==> src/rtl/spi_cfg_bridge.sv <==
module spi_cfg_bridge #(
  parameter logic [23:0] START_ADDR = 24'h000000,
  parameter logic [7:0]  READ_OPC   = 8'h03,
  parameter bit          LSB_FIRST  = 1'b0
) (
  input  logic cfg_clk,
  input  logic rst,
  input  logic cfg_done,
  output logic fl_cs_n,
  output logic fl_sck,
  output logic fl_mosi,
  input  logic fl_miso,
  output logic cfg_din
);

  localparam int          CMD_W    = 8 + 24;
  localparam logic [4:0]  OPC_LAST = 5'd7;
  localparam logic [4:0]  ADR_LAST = 5'd23;
  localparam logic [CMD_W-1:0] CMD = {READ_OPC, START_ADDR};

  typedef enum logic [2:0] {S_RST, S_OPC, S_ADR, S_RD, S_WAIT} st_t;

  st_t        st;
  logic [4:0] cnt;
  logic [2:0] bcnt;
  logic [7:0] col, osh;
  logic       din_q, mosi_q;
  logic [4:0] idx;

  assign idx     = (st == S_OPC) ? cnt : cnt + 5'd8;
  assign fl_sck  = cfg_clk;
  assign fl_mosi = mosi_q;
  assign fl_cs_n = !(st == S_OPC || st == S_ADR || st == S_RD);
  assign cfg_din = (st == S_RD) && (LSB_FIRST ? osh[0] : din_q);

  always_ff @(posedge cfg_clk) begin
    if (rst) begin
      st    <= S_RST;
      cnt   <= '0;
      bcnt  <= '0;
      col   <= '0;
      osh   <= '0;
      din_q <= 1'b0;
    end else begin
      case (st)
        S_RST: begin
          st  <= S_OPC;
          cnt <= '0;
        end
        S_OPC: begin
          if (cnt == OPC_LAST) begin
            st  <= S_ADR;
            cnt <= '0;
          end else cnt <= cnt + 5'd1;
        end
        S_ADR: begin
          if (cnt == ADR_LAST) begin
            st    <= S_RD;
            cnt   <= '0;
            bcnt  <= '0;
            osh   <= '0;
            din_q <= 1'b0;
          end else cnt <= cnt + 5'd1;
        end
        S_RD: begin
          if (cfg_done) st <= S_WAIT;
          else begin
            din_q <= fl_miso;
            col   <= {col[6:0], fl_miso};
            bcnt  <= bcnt + 3'd1;
            if (bcnt == 3'd7) osh <= {col[6:0], fl_miso};
            else              osh <= {1'b0, osh[7:1]};
          end
        end
        S_WAIT: st <= S_WAIT;
        default: st <= S_RST;
      endcase
    end
  end

  always_ff @(negedge cfg_clk) begin
    if (rst) mosi_q <= 1'b0;
    else     mosi_q <= (st == S_OPC || st == S_ADR) ? CMD[5'd31 - idx] : 1'b0;
  end

  a_r6_done_release: assert property (@(posedge cfg_clk) disable iff (rst)
    (st == S_RD && cfg_done) |=> (fl_cs_n && !cfg_din));

  a_r7_wait_sticky: assert property (@(posedge cfg_clk) disable iff (rst)
    (st == S_WAIT) |=> (st == S_WAIT && fl_cs_n));

  a_r8_quiet_on_release: assert property (@(posedge cfg_clk) disable iff (rst)
    $rose(fl_cs_n) |-> !cfg_din);

  a_r3_opcode_len: assert property (@(posedge cfg_clk) disable iff (rst)
    (st == S_OPC && cnt == OPC_LAST) |=> (st == S_ADR && cnt == 5'd0));

  a_r9_done_ignored: assert property (@(posedge cfg_clk) disable iff (rst)
    ((st == S_OPC || st == S_ADR) && cfg_done) |=> !fl_cs_n);

  a_r2_select_held: assert property (@(posedge cfg_clk) disable iff (rst)
    (st == S_ADR) |=> !fl_cs_n);

endmodule

==> config.mk <==
export PLATFORM = sky130hd
export DESIGN_NAME = spi_cfg_bridge
export DESIGN_NICKNAME = d
export VERILOG_FILES = /design/src/rtl/spi_cfg_bridge.sv
export SDC_FILE = /design/constraint.sdc
export NUM_CORES = 1
export LEC_CHECK = 0
export CAP_MARGIN = 20
export CORE_AREA = 2 2 39 41
export DETAILED_ROUTE_END_ITERATION = 7
export DIE_AREA = 0 0 41 43
export PLACE_DENSITY_LB_ADDON = 0.15
export SYNTH_ARGS = -nofsm -noshare
export SYNTH_HDL_FRONTEND = slang
export SYNTH_SLANG_ARGS = --single-unit
export TNS_END_PERCENT = 50
==> constraint.sdc <==
create_clock -name cfg_clk -period 3.3 [get_ports cfg_clk]
set_clock_uncertainty 0.2 [all_clocks]
set_input_delay 0.66 -clock cfg_clk [delete_from_list [all_inputs] [get_ports cfg_clk]]
set_output_delay 0.66 -clock cfg_clk [all_outputs]
set_load 0.01 [all_outputs]
; Yosys cells after proc, flatten, opt, wreduce, memory -nomap -nowiden
; Memories as Yosys holds them, arrays and structs flattened. A register that Yosys moved wholly into a read port is not among the register bits.
; Cells that the tools add are included.
; W data, S select, Z words.
[word_totals]
ff_bits = 9
rom_bits = 32
output_inout_bits = 4
elab_cells = 39
n_memories = 1
[memory_table]
columns = name, words, word_bits, read_ports, rd_ports_with_merged_regs, wr, line
row1 = (name not given), 32, 1, 1, 1, 0, 83  ; else mosi_q <= (st == S_OPC || st == S_ADR) ? CMD[5'd31 - idx] : 1'b0;
[op_classes]
n_addsub = 3
eq_ne = 10
muxes = 11
n_bitwise = 1
n_reduce_logical = 10
[ops]
columns = operator, n
row1 = $mux W5, 3
row2 = $pmux W3 S5, 1
row3 = $pmux W5 S3, 1
row4 = $mux W3, 3
row5 = $eq A3 B2 Y1 const B, 2
row6 = $ne A2 B2 Y1 const B, 3
row7 = $reduce_and A3 Y1, 2
row8 = $add A5 B1 Y5 const B, 1
row9 = $add A5 B4 Y5 const B, 1
row10 = $eq A5 B3 Y1 const B, 1
row11 = $eq A5 B5 Y1 const B, 1
row12 = $sub A5 B5 Y5 const A, 1
row13 = $eq A3 B1 Y1 const B, 1
row14 = $eq A3 B3 Y1 const B, 1
row15 = $logic_not A3 Y1, 1
row16 = $reduce_bool A3 Y1, 1
row17 = $logic_or A1 B1 Y1, 2
row18 = $mux W1, 2
row19 = $ne A2 B1 Y1 const B, 1
row20 = $pmux W1 S2, 1
row21 = $reduce_bool A2 Y1, 1
row22 = $reduce_or A2 Y1, 1
row23 = $logic_and A1 B1 Y1, 1
row24 = $logic_not A1 Y1, 1
row25 = $not A1 Y1, 1

; Logic depth before layout (Yosys ltp)
; Gate-level depths: netlist (run 1).
[logic_depth]
word_depth = 4
depth_mapped = 5
mapped_depth_nobuf = 4

==> results of run 1 <==
==> stage by stage <==
stage	cell area (um2)	hold WS (ns)
final	757	0.270
after global routing	757	0.303
after CTS	749	0.278
after detailed placement	696	0.267
after global placement	696	0.263
after floorplan	598	0.244
==> cells in the mapped netlist (all sizes together), types with 2 or more instances <==
cell type	instances	area, um2
a21oi	4	20.0
a32oi	2	17.5
and3	3	18.8
buf	4	22.5
clkbuf	2	7.51
dfxtp	10	200
inv	3	11.3
nand2	4	15.0
nand3	4	20.0
nand4bb	2	22.5
nor2	8	30.0
nor2b	2	12.5
o211ai	2	15.0
o21ai	3	15.0
==> final cells by class <==
type	instances	area, um2
clock buffer	8	68.8
clock inverter	1	3.75
fill	137	627
inverter	2	7.51
multi-input combinational	52	357
sequential	10	201
tap	16	20.0
timing repair buffer	11	98.8
==> registers in the layout, indices dropped and copies added, names as in the netlist <==
| signal | cells |
|---|---|
| cnt | 5 |
| st | 3 |
| din_q | 1 |
| fl_mosi | 1 |
==> power breakdown <==
| part | internal [mW] | switching, mW | total [mW] |
|---|---|---|---|
| registers | 0.123 | 0.00176 | 0.124 |
| clock network | 0.129 | 0.0729 | 0.202 |
| logic | 0.0120 | 0.0109 | 0.0229 |
==> metal layers <==
metal / share of wire [%] / wire length [um] / vias up
met5: 0 / 0 / -
met4: 3.0 / 39 / 0
met3: 3.0 / 40 / 4
met2: 45 / 595 / 11
met1: 49 / 637 / 265
li1: - / - / 289
==> cell families (layout without fill, tap and decap cells) <==
family                   after synthesis  after routing  synth area share [%]
buffers and inverters                  9             22                  6.90
adder cells (fa/ha/maj)                1              1                  2.09
XOR/XNOR                               2              2                  2.93
AO/OA/AOI/OAI                         20             20                  23.4
multiplexers                           1              1                  1.67
flip-flops                            10             10                  33.5
AND/OR/NAND/NOR                       28             28                  29.5
==> path summary, 6_finish.rpt <==
| check | from | endpoint | slack [ns] | cells past startpoint |
|---|---|---|---|---|
| setup / recovery | fl_mosi$_SDFF_NP0_ | fl_mosi | -0.08 | 1 |
| hold / removal | din_q$_SDFFE_PP0P_ | din_q$_SDFFE_PP0P_ | 0.27 | 2 |
| setup reg to reg | cnt[3]$_SDFFE_PP0P_ | fl_mosi$_SDFF_NP0_ | 0.58 | 3 |
| hold reg to reg | din_q$_SDFFE_PP0P_ | din_q$_SDFFE_PP0P_ | 0.27 | 2 |
==> timing repair <==
action	4_1_cts	5_1_grt
endpoints found under the setup margin	1	1
gates resized for setup	4	2
setup buffers	0	0
==> cell usage in the layout (no fill, tap or decap), types with 2 or more instances in the layout <==
master and n:
and3_1 3, nor2b_1 2, dfxtp_1 9, clkdlybuf4s50_1 6, inv_1 3, nand3_1 4
nor2_1 8, clkbuf_4 6, a21oi_1 4, nand4bb_1 2, o211ai_1 2, nand2_1 4
o21ai_0 2, a32oi_1 2, buf_4 5
==> impl_summary.txt, run 1 <==
----------------------------------------------------
[Global routing]
  First-pass GRT wire length ... 2260 um
  Overall overflow remaining after global route ... 0
  Maximum number of pins on one net before global-route repair ... 18
  Top Usage Layer GRT ... met2
  Vias in the first global route ... 536
  Met2 Resource Use GR ... 26.6%
  Met3 Track Usage GR ... 4.71%
  Global-route usage over all layers ... 20.0%
  Fraction of met1 tracks used by global routing ... 24.6%
  Initial antenna violation count ... 0

[Yosys]
  Area of the mapped netlist ... 598 um2
  Post-synth top flop ... dfxtp_1
  Post-Syn Area per Cell ... 8.42 um2
  Gate Count Post-Synth ... 71
  Post-synthesis register bit count ... 10
  Syn_nets ... 76
  Synth cell types ... 34
  Number of enable flip-flop cells after synthesis ... 0
  Post-synth ARST share ... 0%
  Yosys Warn Count ... 0
  Sequential-to-total area share from yosys stat ... 33.5%

[Worst setup path]
  Largest incremental delay on the critical path ... 0.31 ns
  Slowest stage cell, crit path ... dfxtp_2
  Kind of start point of the critical path ... flop
  Top delay family on crit path ... flip-flops
  Number of buffers and inverters on the critical path ... 1
  Critical path fanouts, max ... 1
  Cell-by-cell trace of the critical path ... buf_6
  Sort of element at the end of the critical path ... primary output
  Crit path kind ... reg2out
  Arrival time reported for the critical path endpoint ... 2.52 ns
  CP required ... 2.44 ns

[Clocking]
  Worst-path clk slew ... 0.08 ns
  Post-CTS Hold Fix Bufs ... 0
  Clock tree from TritonCTS ... done
  Clock latency at the later pin of the worst-skew pair ... 0.38 ns

[Place]
  Number of buffers inserted by port buffering ... 7
  Worst setup slack after placement ... -0.0237 ns
  GPL Wtd Cong ... 0.799
  Post-detail-place hpwl ... 887 um
  Number of placed cells counting well taps ... 93

[Layout]
  Non-filler instance count after layout ... 100
  Post-Route Utilization ... 54.7%
  Post-synthesis to final-layout area growth ... 26.6%
  Share of layout cells above drive strength 1 ... 20.2%
  Ant. Diodes ... 0
  Final nets ... 90

[Floorplanning]
  # IOs ... 8
  Area of the core region ... 0.00138 mm2
  Height of the die ... 43 um
  DIE AREA ... 0.00176 mm2
  Number of placement rows ... 14
  Horizontal extent of the die ... 41 um
  Initial core utilization ... 43.2%

[Timing]
  Setup violation total in the final timing report ... 1
  Fin. max-slew vios ... 0
  Final-layout setup total negative slack ... -0.0766 ns
  Worst slew pin tran ... 0.339 ns
  Worst rel slew slack ... 76.8%
  Worst path setup slack after routing ... -0.0766 ns
  Final hold violations ... 0
  Setup repair after global routing missed its margin ... yes

[Status]
  Status ... complete, but fails checks
  Violations in the final reports ... setup timing

[Drt]
  Number of violations reported at the end of detailed-routing iteration 0 ... 19
  Count of antenna-violating nets left after detailed routing ... 0
  # DRC ... 0
  Router iterations before antenna repair ... 4
  Final routed wire length divided by cell count ... 13.1 um
  Via density ... 5.69
  Vias post-DR ... 569
  Total routed wirelength ... 1310 um

[Min path]
  Min-Delay Path Class ... reg2reg

[Power and ir drop]
  Max rail drop VDD ... 0.000336 V
  Leakage power summed over all cells ... 0.331 nW
  Power density normalized to cell area ... 462 mW/mm2
  Overall power ... 350 uW

[Run]
  Maximum Capacitance Violations ... 0

----------------------------------------------------
Power figures use the tool's default switching activity.
==> run 2, diff against run 1 <==
--- a/config.mk
+++ b/config.mk
@@ -10,6 +10,7 @@
 export DETAILED_ROUTE_END_ITERATION = 7
 export DIE_AREA = 0 0 41 43
 export PLACE_DENSITY_LB_ADDON = 0.15
+export SLEW_MARGIN = 20
 export SYNTH_ARGS = -nofsm -noshare
 export SYNTH_HDL_FRONTEND = slang
 export SYNTH_SLANG_ARGS = --single-unit
==> results of run 2 <==
Same layout as run 1: the final DEF is identical, and so are final timing and power.
==> run 3, diff against run 2 <==
--- a/config.mk
+++ b/config.mk
@@ -10,7 +10,6 @@
 export DETAILED_ROUTE_END_ITERATION = 7
 export DIE_AREA = 0 0 41 43
 export PLACE_DENSITY_LB_ADDON = 0.15
-export SLEW_MARGIN = 20
 export SYNTH_ARGS = -nofsm -noshare
 export SYNTH_HDL_FRONTEND = slang
 export SYNTH_SLANG_ARGS = --single-unit
==> results of run 3 <==
Same layout as run 1: the final DEF is identical, and so are final timing and power.
